File: config.mk
export PLATFORM = sky130hd
export DESIGN_NAME = netctl_regfile
export DESIGN_NICKNAME = d
export VERILOG_FILES = /design/src/rtl/netctl_regs_pkg.sv /design/src/rtl/netctl_cmd_unit.sv /design/src/rtl/netctl_irq_unit.sv /design/src/rtl/netctl_masked_reg.sv /design/src/rtl/netctl_regfile.sv
export SDC_FILE = /design/constraint.sdc
export NUM_CORES = 1
export LEC_CHECK = 0
export BUFFER_PORTS_ARGS = -buffer_cell sky130_fd_sc_hd__buf_4
export CAP_MARGIN = 20
export CORE_MARGIN = 1
export CORE_UTILIZATION = 62
export DETAILED_ROUTE_END_ITERATION = 7
export GPL_ROUTABILITY_DRIVEN = 0
export PLACE_DENSITY_LB_ADDON = 0.05
export SYNTH_ARGS = -nofsm -noshare
export SYNTH_HDL_FRONTEND = slang
export SYNTH_HIERARCHICAL = 1
export SYNTH_SLANG_ARGS = --single-unit
File: constraint.sdc
create_clock -name clk -period 3.2 [get_ports clk]
set_input_delay 0.48 -clock clk [delete_from_list [all_inputs] [get_ports clk]]
set_output_delay 0.48 -clock clk [all_outputs]
set_load 0.01 [all_outputs]
File: src/rtl/netctl_regs_pkg.sv
package netctl_regs_pkg;

    // register word addresses
    localparam int unsigned ADR_CMD   = 0;
    localparam int unsigned ADR_IMASK = 1;
    localparam int unsigned ADR_ISTAT = 2;
    localparam int unsigned ADR_TXCTL = 3;
    localparam int unsigned ADR_RXCTL = 4;
    localparam int unsigned ADR_DCFG  = 5;
    localparam int unsigned ADR_DCFG2 = 6;
    localparam int unsigned ADR_EOB   = 7;

    // command bit positions
    localparam int unsigned B_HALT   = 0;
    localparam int unsigned B_TX     = 1;
    localparam int unsigned B_RXDIS  = 2;
    localparam int unsigned B_RXEN   = 3;
    localparam int unsigned B_TSTOP  = 4;
    localparam int unsigned B_TSTART = 5;
    localparam int unsigned B_RST    = 7;
    localparam int unsigned B_RRSC   = 8;
    localparam int unsigned B_LCAM   = 9;

    // command bits kept in the bit register (reset bit lives in the mode FSM)
    localparam logic [15:0] CMD_STORE_MASK = 16'h033F;
    localparam logic [15:0] CMD_RESET_BITS = 16'h0014;

    // per-register write masks
    localparam logic [15:0] IMASK_WMASK = 16'h7FFF;
    localparam logic [15:0] TXCTL_WMASK = 16'hF000;
    localparam logic [15:0] RXCTL_WMASK = 16'hFE00;
    localparam logic [15:0] DCFG_WMASK  = 16'hBFFF;
    localparam logic [15:0] DCFG2_WMASK = 16'hF017;
    localparam logic [15:0] EOB_RESET   = 16'h02F8;

    localparam int unsigned ISTAT_RSRC_BIT = 5;

    typedef enum logic {
        MODE_RESET = 1'b0,
        MODE_RUN   = 1'b1
    } cmd_mode_e;

    typedef struct packed {
        logic load_cam;
        logic read_rsrc;
        logic soft_reset;
        logic timer_start;
        logic timer_stop;
        logic rx_enable;
        logic rx_disable;
        logic tx_start;
        logic halt_tx;
    } cmd_stb_t;

endpackage

File: src/rtl/netctl_cmd_unit.sv
module netctl_cmd_unit
    import netctl_regs_pkg::*;
#(
    parameter int unsigned DW = 16
) (
    input  logic          clk,
    input  logic          rst_n,
    input  logic          wr_en,
    input  logic [DW-1:0] wdata,
    input  logic [DW-1:0] done,
    output logic [DW-1:0] cmd_value,
    output logic          in_reset,
    output cmd_stb_t      stb
);

    localparam logic [DW-1:0] STORE_M = DW'(CMD_STORE_MASK);
    localparam logic [DW-1:0] RST_V   = DW'(CMD_RESET_BITS);

    cmd_mode_e     mode_q, mode_d;
    logic [DW-1:0] bits_q, bits_d;
    cmd_stb_t      stb_q, stb_d;

    // state register
    always_ff @(posedge clk or negedge rst_n) begin
        if (!rst_n) mode_q <= MODE_RESET;
        else        mode_q <= mode_d;
    end

    // command bits and strobes
    always_ff @(posedge clk or negedge rst_n) begin
        if (!rst_n) begin
            bits_q <= RST_V;
            stb_q  <= '0;
        end else begin
            bits_q <= bits_d;
            stb_q  <= stb_d;
        end
    end

    function automatic cmd_stb_t decode_stb(input logic [DW-1:0] d);
        cmd_stb_t s;
        s.halt_tx     = d[B_HALT];
        s.tx_start    = d[B_TX];
        s.rx_disable  = d[B_RXDIS];
        s.rx_enable   = d[B_RXEN];
        s.timer_stop  = d[B_TSTOP];
        s.timer_start = d[B_TSTART];
        s.soft_reset  = d[B_RST];
        s.read_rsrc   = d[B_RRSC];
        s.load_cam    = d[B_LCAM];
        return s;
    endfunction

    // next state, next bits and strobes
    always_comb begin
        mode_d = mode_q;
        bits_d = bits_q & ~(done & STORE_M);
        stb_d  = '0;
        if (wr_en) begin
            unique case (mode_q)
                MODE_RESET: begin
                    if (!wdata[B_RST]) begin
                        mode_d = MODE_RUN;           // release
                    end else begin
                        bits_d = bits_d | (wdata & STORE_M);
                        stb_d  = decode_stb(wdata);
                    end
                end
                MODE_RUN: begin
                    bits_d = bits_d | (wdata & STORE_M);
                    stb_d  = decode_stb(wdata);
                    if (wdata[B_RST]) mode_d = MODE_RESET; // enter reset
                end
                default: mode_d = MODE_RESET;
            endcase
            if (stb_d.rx_disable)  bits_d[B_RXEN]   = 1'b0;
            if (stb_d.rx_enable)   bits_d[B_RXDIS]  = 1'b0;
            if (stb_d.timer_stop)  bits_d[B_TSTART] = 1'b0;
            if (stb_d.timer_start) bits_d[B_TSTOP]  = 1'b0;
            if (stb_d.soft_reset) begin
                bits_d[B_LCAM]  = 1'b0;
                bits_d[B_RRSC]  = 1'b0;
                bits_d[B_TX]    = 1'b0;
                bits_d[B_HALT]  = 1'b0;
                bits_d[B_RXDIS] = 1'b1;
            end
        end
    end

    always_comb begin
        cmd_value        = bits_q;
        cmd_value[B_RST] = (mode_q == MODE_RESET);
    end

    assign in_reset = (mode_q == MODE_RESET);
    assign stb      = stb_q;

endmodule

File: src/rtl/netctl_irq_unit.sv
module netctl_irq_unit
    import netctl_regs_pkg::*;
#(
    parameter int unsigned DW = 16
) (
    input  logic          clk,
    input  logic          rst_n,
    input  logic          mask_we,
    input  logic          stat_we,
    input  logic [DW-1:0] wdata,
    input  logic [DW-1:0] set_in,
    output logic [DW-1:0] mask_q,
    output logic [DW-1:0] stat_q,
    output logic          irq,
    output logic          rsrc_pulse
);

    localparam logic [DW-1:0] MASK_M = DW'(IMASK_WMASK);

    logic [DW-1:0] mask_d, stat_d, clr;
    logic          irq_q, pulse_q;

    always_comb begin
        clr    = stat_we ? (wdata & stat_q) : '0;
        stat_d = (stat_q & ~clr) | set_in;
        mask_d = mask_we ? (wdata & MASK_M) : mask_q;
    end

    always_ff @(posedge clk or negedge rst_n) begin
        if (!rst_n) begin
            mask_q  <= '0;
            stat_q  <= '0;
            irq_q   <= 1'b0;
            pulse_q <= 1'b0;
        end else begin
            mask_q  <= mask_d;
            stat_q  <= stat_d;
            irq_q   <= |(mask_d & stat_d);
            pulse_q <= clr[ISTAT_RSRC_BIT];
        end
    end

    assign irq        = irq_q;
    assign rsrc_pulse = pulse_q;

endmodule

File: src/rtl/netctl_masked_reg.sv
module netctl_masked_reg #(
    parameter int unsigned   DW         = 16,
    parameter logic [DW-1:0] WMASK      = '1,
    parameter logic [DW-1:0] RESET_VAL  = '0,
    parameter bit            RESET_ONLY = 1'b0
) (
    input  logic          clk,
    input  logic          rst_n,
    input  logic          we,
    input  logic          unlocked,
    input  logic [DW-1:0] wdata,
    output logic [DW-1:0] q
);

    logic accept;

    generate
        if (RESET_ONLY) begin : g_locked
            assign accept = we & unlocked;
        end else begin : g_open
            logic unused_unlocked;
            assign unused_unlocked = unlocked;
            assign accept = we;
        end
    endgenerate

    always_ff @(posedge clk or negedge rst_n) begin
        if (!rst_n)      q <= RESET_VAL;
        else if (accept) q <= (q & ~WMASK) | (wdata & WMASK);
    end

endmodule

File: src/rtl/netctl_regfile.sv
module netctl_regfile
    import netctl_regs_pkg::*;
#(
    parameter int unsigned DW     = 16,
    parameter int unsigned ADDR_W = 6
) (
    input  logic              clk,
    input  logic              rst_n,
    input  logic              host_we,
    input  logic [ADDR_W-1:0] host_addr,
    input  logic [DW-1:0]     host_wdata,
    output logic [DW-1:0]     host_rdata,
    input  logic [DW-1:0]     engine_cmd_done,
    input  logic [DW-1:0]     engine_status_set,
    output logic              stb_halt_tx,
    output logic              stb_tx_start,
    output logic              stb_rx_disable,
    output logic              stb_rx_enable,
    output logic              stb_timer_stop,
    output logic              stb_timer_start,
    output logic              stb_soft_reset,
    output logic              stb_read_rsrc,
    output logic              stb_load_cam,
    output logic              irq
);

    localparam int unsigned NREG = 8;

    logic [NREG-1:0] sel;
    logic [DW-1:0]   cmd_value, imr_q, isr_q, tcr_q, rcr_q, dcr_q, dcr2_q, eob_q;
    logic            in_reset, rsrc_pulse;
    cmd_stb_t        stb;

    genvar gi;
    generate
        for (gi = 0; gi < NREG; gi++) begin : g_dec
            assign sel[gi] = host_we && (host_addr == ADDR_W'(gi));
        end
    endgenerate

    netctl_cmd_unit #(.DW(DW)) u_cmd (
        .clk(clk), .rst_n(rst_n), .wr_en(sel[ADR_CMD]), .wdata(host_wdata),
        .done(engine_cmd_done), .cmd_value(cmd_value), .in_reset(in_reset),
        .stb(stb)
    );

    netctl_irq_unit #(.DW(DW)) u_irq (
        .clk(clk), .rst_n(rst_n), .mask_we(sel[ADR_IMASK]),
        .stat_we(sel[ADR_ISTAT]), .wdata(host_wdata),
        .set_in(engine_status_set), .mask_q(imr_q), .stat_q(isr_q),
        .irq(irq), .rsrc_pulse(rsrc_pulse)
    );

    netctl_masked_reg #(.DW(DW), .WMASK(DW'(TXCTL_WMASK)), .RESET_VAL('0),
                        .RESET_ONLY(1'b0)) u_tcr (
        .clk(clk), .rst_n(rst_n), .we(sel[ADR_TXCTL]), .unlocked(in_reset),
        .wdata(host_wdata), .q(tcr_q));

    netctl_masked_reg #(.DW(DW), .WMASK(DW'(RXCTL_WMASK)), .RESET_VAL('0),
                        .RESET_ONLY(1'b0)) u_rcr (
        .clk(clk), .rst_n(rst_n), .we(sel[ADR_RXCTL]), .unlocked(in_reset),
        .wdata(host_wdata), .q(rcr_q));

    netctl_masked_reg #(.DW(DW), .WMASK(DW'(DCFG_WMASK)), .RESET_VAL('0),
                        .RESET_ONLY(1'b1)) u_dcr (
        .clk(clk), .rst_n(rst_n), .we(sel[ADR_DCFG]), .unlocked(in_reset),
        .wdata(host_wdata), .q(dcr_q));

    netctl_masked_reg #(.DW(DW), .WMASK(DW'(DCFG2_WMASK)), .RESET_VAL('0),
                        .RESET_ONLY(1'b1)) u_dcr2 (
        .clk(clk), .rst_n(rst_n), .we(sel[ADR_DCFG2]), .unlocked(in_reset),
        .wdata(host_wdata), .q(dcr2_q));

    netctl_masked_reg #(.DW(DW), .WMASK('1), .RESET_VAL(DW'(EOB_RESET)),
                        .RESET_ONLY(1'b0)) u_eob (
        .clk(clk), .rst_n(rst_n), .we(sel[ADR_EOB]), .unlocked(in_reset),
        .wdata(host_wdata), .q(eob_q));

    always_comb begin
        host_rdata = '0;
        if (host_addr < ADDR_W'(NREG)) begin
            case (host_addr[2:0])
                3'(ADR_CMD):   host_rdata = cmd_value;
                3'(ADR_IMASK): host_rdata = imr_q;
                3'(ADR_ISTAT): host_rdata = isr_q;
                3'(ADR_TXCTL): host_rdata = tcr_q;
                3'(ADR_RXCTL): host_rdata = rcr_q;
                3'(ADR_DCFG):  host_rdata = dcr_q;
                3'(ADR_DCFG2): host_rdata = dcr2_q;
                default:       host_rdata = eob_q;
            endcase
        end
    end

    assign stb_halt_tx     = stb.halt_tx;
    assign stb_tx_start    = stb.tx_start;
    assign stb_rx_disable  = stb.rx_disable;
    assign stb_rx_enable   = stb.rx_enable;
    assign stb_timer_stop  = stb.timer_stop;
    assign stb_timer_start = stb.timer_start;
    assign stb_soft_reset  = stb.soft_reset;
    assign stb_read_rsrc   = stb.read_rsrc | rsrc_pulse;
    assign stb_load_cam    = stb.load_cam;

endmodule

# == Word-level counts from Yosys, hierarchy flattened ==
# Index checks and enable logic that the tools add are counted.
# totals
ff_bits,140
input_bits,57
word_cells,79
output_inout_bits,26
# op_classes
reduce_logical,11
n_bitwise,16
eq_ne,13
n_lt_le_gt_ge,1
mux,18
# op_table
operator,n
$pmux W16 S7,1
$mux W16,5
$and A16 B16 Y16,4
$or A12 B16 Y16,2
$pmux W16 S2,1
$mux W9,3
$eq A6 B3 Y1 const B,4
$pmux W9 S2,1
$not A10 Y16,1
$not A16 Y16,1
$or A15 B16 Y16,1
$or A16 B10 Y16,1
$or A16 B16 Y16,1
$or A9 B16 Y16,1
$reduce_or A16 Y1,1
$eq A6 B2 Y1 const B,2
$eq A3 B3 Y1 const B,3
$logic_and A1 B1 Y1,8
$eq A3 B2 Y1 const B,2
$eq A6 B1 Y1 const B,1
$logic_not A6 Y1,1
$lt A6 B4 Y1 const B,1
$mux W1,5
$eq A3 B1 Y1 const B,1
6 further kinds,7

# == Logic depth before layout (Yosys ltp) ==
# depth
ltp_word,8
mapped_depth,11
mapped_depth_nobuf,7

# == Cells and area by module ==
# The synthesis kept the hierarchy.
# by_module_without_submodules
module,cells_each,n_inst,area_per_inst_um2
netctl_irq_unit,107,1,1433.9
netctl_regfile,164,1,1173.6
netctl_cmd_unit,67,1,779.5
netctl_masked_reg at u_eob,34,1,656.9
netctl_masked_reg at u_dcr,34,1,610.6
netctl_masked_reg at u_rcr,25,1,362.8
netctl_masked_reg at u_dcr2,26,1,360.3
netctl_masked_reg at u_tcr,21,1,239.0

# == Least setup slack after synthesis ==
# No wires, ideal clock.
# synth_path
path_type,input-to-reg
from,input port host_addr[0]
to,"register u_irq.irq_q, in the netlist u_irq/irq"
path_buffers,5
required_time_ns,3.062
stages,11
t_arrival_ns,2.449
path_slack_ns,0.612
cell_sequence,buf_4 > buf_2 > buf_4 > nand3_1 > nor3_1 > buf_6 > buf_12 > mux2_4 > o21ai_2 > nand4_1 > or4_1
# synth_via
word_cells_on_any_way,11
# synth_rtl
element,line_no,text
start: declaration,netctl_regfile.sv:10,"input logic [ADDR_W-1:0] host_addr,"
$eq A6 B1 Y1,netctl_regfile.sv:37,assign sel[gi] = host_we && (host_addr == ADDR_W'(gi));
$logic_and A1 B1 Y1,netctl_regfile.sv:37,
named net sel[1],netctl_regfile.sv:29,logic [NREG-1:0] sel;
$mux W16,netctl_irq_unit.sv:26,mask_d = mask_we ? (wdata & MASK_M) : mask_q;
named net u_irq.mask_d[9],netctl_irq_unit.sv:20,"logic [DW-1:0] mask_d, stat_d, clr;"
$and A16 B16 Y16,netctl_irq_unit.sv:38,irq_q <= |(mask_d & stat_d);
$reduce_or A16 Y1,netctl_irq_unit.sv:38,
end signal: assignment,netctl_irq_unit.sv:38,
end: declaration,netctl_irq_unit.sv:21,"logic irq_q, pulse_q;"
# The timed path passes the listed nets, and every way through them passes these cells.
# A chain may end at the register's enable or synchronous reset.

# == Final worst setup path ==
# layout_path
from,input port host_addr[1]
to,output port host_rdata[7]
# layout_via
elab_chain_len,3
word_cells_on_any_way,10
# layout_rtl
element,line_no,text
branches (longest 2 deep; another with $lt A6 B4 Y1),n/a,
$mux W16 *,netctl_regfile.sv:81,if (host_addr < ADDR_W'(NREG)) begin
end: declaration,netctl_regfile.sv:12,"output logic [DW-1:0] host_rdata,"
# Every way passes the cells marked *.

==> summary.md <==
| Metric | Value |
|---|---|
| Fillcell total | ~700 |
| Max frequency | 0.3681 GHz |
| GR Overflow Total | 0 |
| Vias in the first global route | 3991 |
| Seq cells post-synth | 102 |
| GRT Util Overall | 28.33% |
| Final Setup Violations | 0 |
| Register area | 2562 µm² |
| Width of the die | 97.18 µm |
| Share of cells above drive strength 1 | 37.50% |
| Initial Utilization | 64.09% |
| Ys Warns | 6 |
| Met1 usage | between 30 and 40% |
| Die area | 9444 µm² |
| Netlist cell types | 56 |
| Hold Path Class | input port to async pin |
| Port-buffer cells | 74 |
| Slew Viols, Final | 0 |
| Post-route ant nets | 0 |
| Worst-case clock skew | around 16 ps |
| Largest net degree at the start of global routing | 69 |
| Clock latency on the worst-skew pair | 360 ps |
| CTS max path bufs | 2 |
| Row count | 34 |
| First-pass GRT wire length | between 20 and 25 mm |
| Max-cap violations | 0 |
| Slowest CP cell | o221a_1 |
| Die height | 97.18 µm |
| CP endpoint kind | output pin |
| CP arrival | 2240 ps |
| R2R Path End | u_irq/irq$_DFF_PN0_ |
| Setup bufs post-CTS | 0 |
| Initial antenna violation count | 0 |
| P&R area growth vs syn | 10.87% |
| Pwr per Cell Area | 428.5 nW/µm² |
| H-tree levels | 3 |
| HPWL Detailed | 8.955 mm |
| DRC violations left | 0 |
| Post-layout minimum cycle time | 2717 ps |
| Post-Synthesis Cells | 478 |
| Crit share post-route | 84.89% |
| Total Power | 2.668 mW |
| Most frequent CP cell | buf_4 |
| CP Cell Sequence | buf_4 -> and2_1 -> nand2_1 -> o221a_1 -> buf_4 |
| Worst-path clk slew | 100 ps |
| Peak VDD IR | 0.2080 mV |
| Netlist Area Pre-Place | 5617 µm² |
| Dpl ws | roughly 430 ps |
| RSZ-0062 raised after global routing | no |
| Clock sink count | 102 |
| DRT Pass-1 Iters | 4 |
| Reg2Reg Depth | 4 |
| Nets | 596 |
| Final wirelength | 12.71 mm |
| Startpoint type of the worst setup path | input port |
| Initial DRC count | 252 |
| Via-per-instance ratio | 5.922 |
| Setup CP Type | input port to output pin |
| Met2 GRT Util | 45.40% |
| Routed len/inst | 19.50 µm |
| Vias | 3861 |
| M3 GR Usage | 4.604% |
| Top Usage Layer GRT | met2 |
| CTS tree | built |
| Area of the multi-input gates | 2639 µm² |
| Sum of negative setup slack | 0 ps |
| Worst-margin pin slew | 713.4 ps |
| I/O pins | 83 |
| Final Hold Fails | 0 |
| Avg Inst Size Synth | roughly 12 µm² |
| Leak | 2.862 nW |
| R2R Path Start | u_irq/stat_q[5]$_DFF_PN0_ |
| Ant. Diodes | 0 |
| Worst Path Required | 2720 ps |
| Hold buffer count at CTS | 0 |
| Status | completed |
| Worst rel slew slack | between 50 and 60% |
| Hold WS | 59.40 ps |
| Post_cts resized | 0 |
| Sequential-to-total area share from yosys stat | 45.62% |
| Root buffer cell | clkbuf_8 |
| R2R Setup Slk | ~1700 ps |
| Crit path max fanout | 39 |
| Cts bufs inserted | 9 |
| Slowest stage delay, CP | 440 ps |
| Setup ws final | 483.4 ps |
| Core Region | 8763 µm² |
power breakdown:
part | leakage [nW] | internal (mW) | switching, mW | total, mW
logic | 1.49 | 0.196 | 0.209 | 0.405
registers | 1.28 | 1.38 | 0.0474 | 1.43
clock network | 0.0987 | 0.387 | 0.449 | 0.837
total | 2.86 | 1.96 | 0.706 | 2.67
per-stage QoR:
step | cell area, µm² | util, % | std cells
after floorplan | 5737 | - | 510
after global placement | 6018 | 68.68 | 636
after detailed placement | 6018 | 68.68 | 636
after CTS | 6227 | 71.06 | 652
after global routing | 6227 | 71.06 | 652
final | 6227 | 71.06 | 652
area by class of cell:
cell class,instances,area share [%]
Clock inverter,6,1.145
Inverter,3,0.1808
Timing Repair Buffer,86,10.77
Sequential cell,102,41.15
Multi-Input combinational cell,337,42.37
Clock buffer,10,2.210
Tap cell,108,2.170
synth_stat cells, drive strengths merged:
| master | number | area share, % |
|---|---|---|
| buf | 61 | 8.9 |
| a22o | 1 | 0.16 |
| conb | 5 | 0.33 |
| nor3 | 3 | 0.36 |
| nor2 | 16 | 1.2 |
| a21oi | 12 | 1.4 |
| inv | 3 | 0.20 |
| a21o | 1 | 0.13 |
| clkbuf | 7 | 0.53 |
| o221a | 12 | 2.4 |
| mux2 | 66 | 15 |
| nand3 | 4 | 0.36 |
| o2bb2ai | 12 | 1.9 |
| a211o | 2 | 0.31 |
| and2b | 3 | 0.42 |
| a32oi | 3 | 0.47 |
| dfrtp | 94 | 42 |
| nand4 | 4 | 0.45 |
| a31oi | 12 | 1.3 |
| a21boi | 16 | 2.1 |
| a22oi | 14 | 1.9 |
| nand2 | 18 | 1.3 |
| o2bb2a | 1 | 0.18 |
| o21ai | 36 | 3.4 |
| nand3b | 2 | 0.27 |
| a221oi | 13 | 2.9 |
| nor2b | 8 | 0.89 |
| a41oi | 3 | 0.47 |
| and2 | 11 | 1.4 |
| mux2i | 3 | 0.53 |
| and4 | 1 | 0.16 |
| nand2b | 3 | 0.33 |
| dfstp | 8 | 3.7 |
| o21a | 1 | 0.27 |
| or2 | 17 | 1.9 |
| and3 | 1 | 0.11 |
| or4 | 1 | 0.13 |
flip-flops by register name, indices dropped and copies added, names as in the netlist, 4 cells and up:
signal	count
u_tcr/q	4
u_irq/mask_q	16
u_cmd/stb	9
u_irq/stat_q	16
u_rcr/q	7
u_dcr/q	15
u_eob/q	16
u_cmd/bits_q	8
u_dcr2/q	8
critical path, delay by kind of cell:
| kind | cells | cell delay (ps) |
|---|---|---|
| and+or+nand+nor | 2 | 780 |
| buffers and inverters | 2 | 500 |
| AOI/OAI and AO/OA | 1 | 440 |
worst max-delay path by stage:
stage / from / end / slack (ps) / cells past startpoint
finish: host_addr[1] / host_rdata[7] / 480 / 5
global route: host_addr[1] / host_rdata[7] / 340 / 5
CTS: host_addr[1] / host_rdata[7] / 500 / 5
detailed placement: host_addr[5] / u_irq/irq$_DFF_PN0_ / 430 / 10
global placement: host_addr[5] / u_irq/irq$_DFF_PN0_ / 440 / 10
floorplan: host_addr[0] / u_irq/irq$_DFF_PN0_ / 610 / 11
per-layer routing:
| layer | vias to the layer above | share of wire (%) | wire [µm] |
|---|---|---|---|
| li1 | 1799 | - | - |
| met1 | 1929 | 45 | 5709 |
| met2 | 115 | 48 | 6110 |
| met3 | 18 | 5.5 | 701 |
| met4 | 0 | 1.5 | 190 |
| met5 | - | 0 | 0 |
kinds of logic (layout without fill, tap and decap cells):
group	count (synthesis)	count (layout)	share of synthesized area, %
and+or+nand+nor	92	92	9.178
DFF	102	102	45.62
buffers and inverters	71	105	9.623
muxes	69	69	15.91
other	5	37	0.3342
AOI/OAI and AO/OA	139	139	19.34
placed cells by master, fill, tap and decap left out, types with 11 or more instances in the layout:
cell,netlist,final
o21ai_0,22,22
mux2_2,33,33
nor2_1,14,14
or2_1,16,16
o21ai_1,11,11
a21boi_0,14,14
buf_4,45,84
mux2_4,32,32
a22oi_1,14,14
dfrtp_1,94,94
o221a_1,12,12
o2bb2ai_1,12,12
nand2_1,16,16
conb_1,5,37
a31oi_1,12,12
Note: power is estimated with default switching activity, not from simulation.
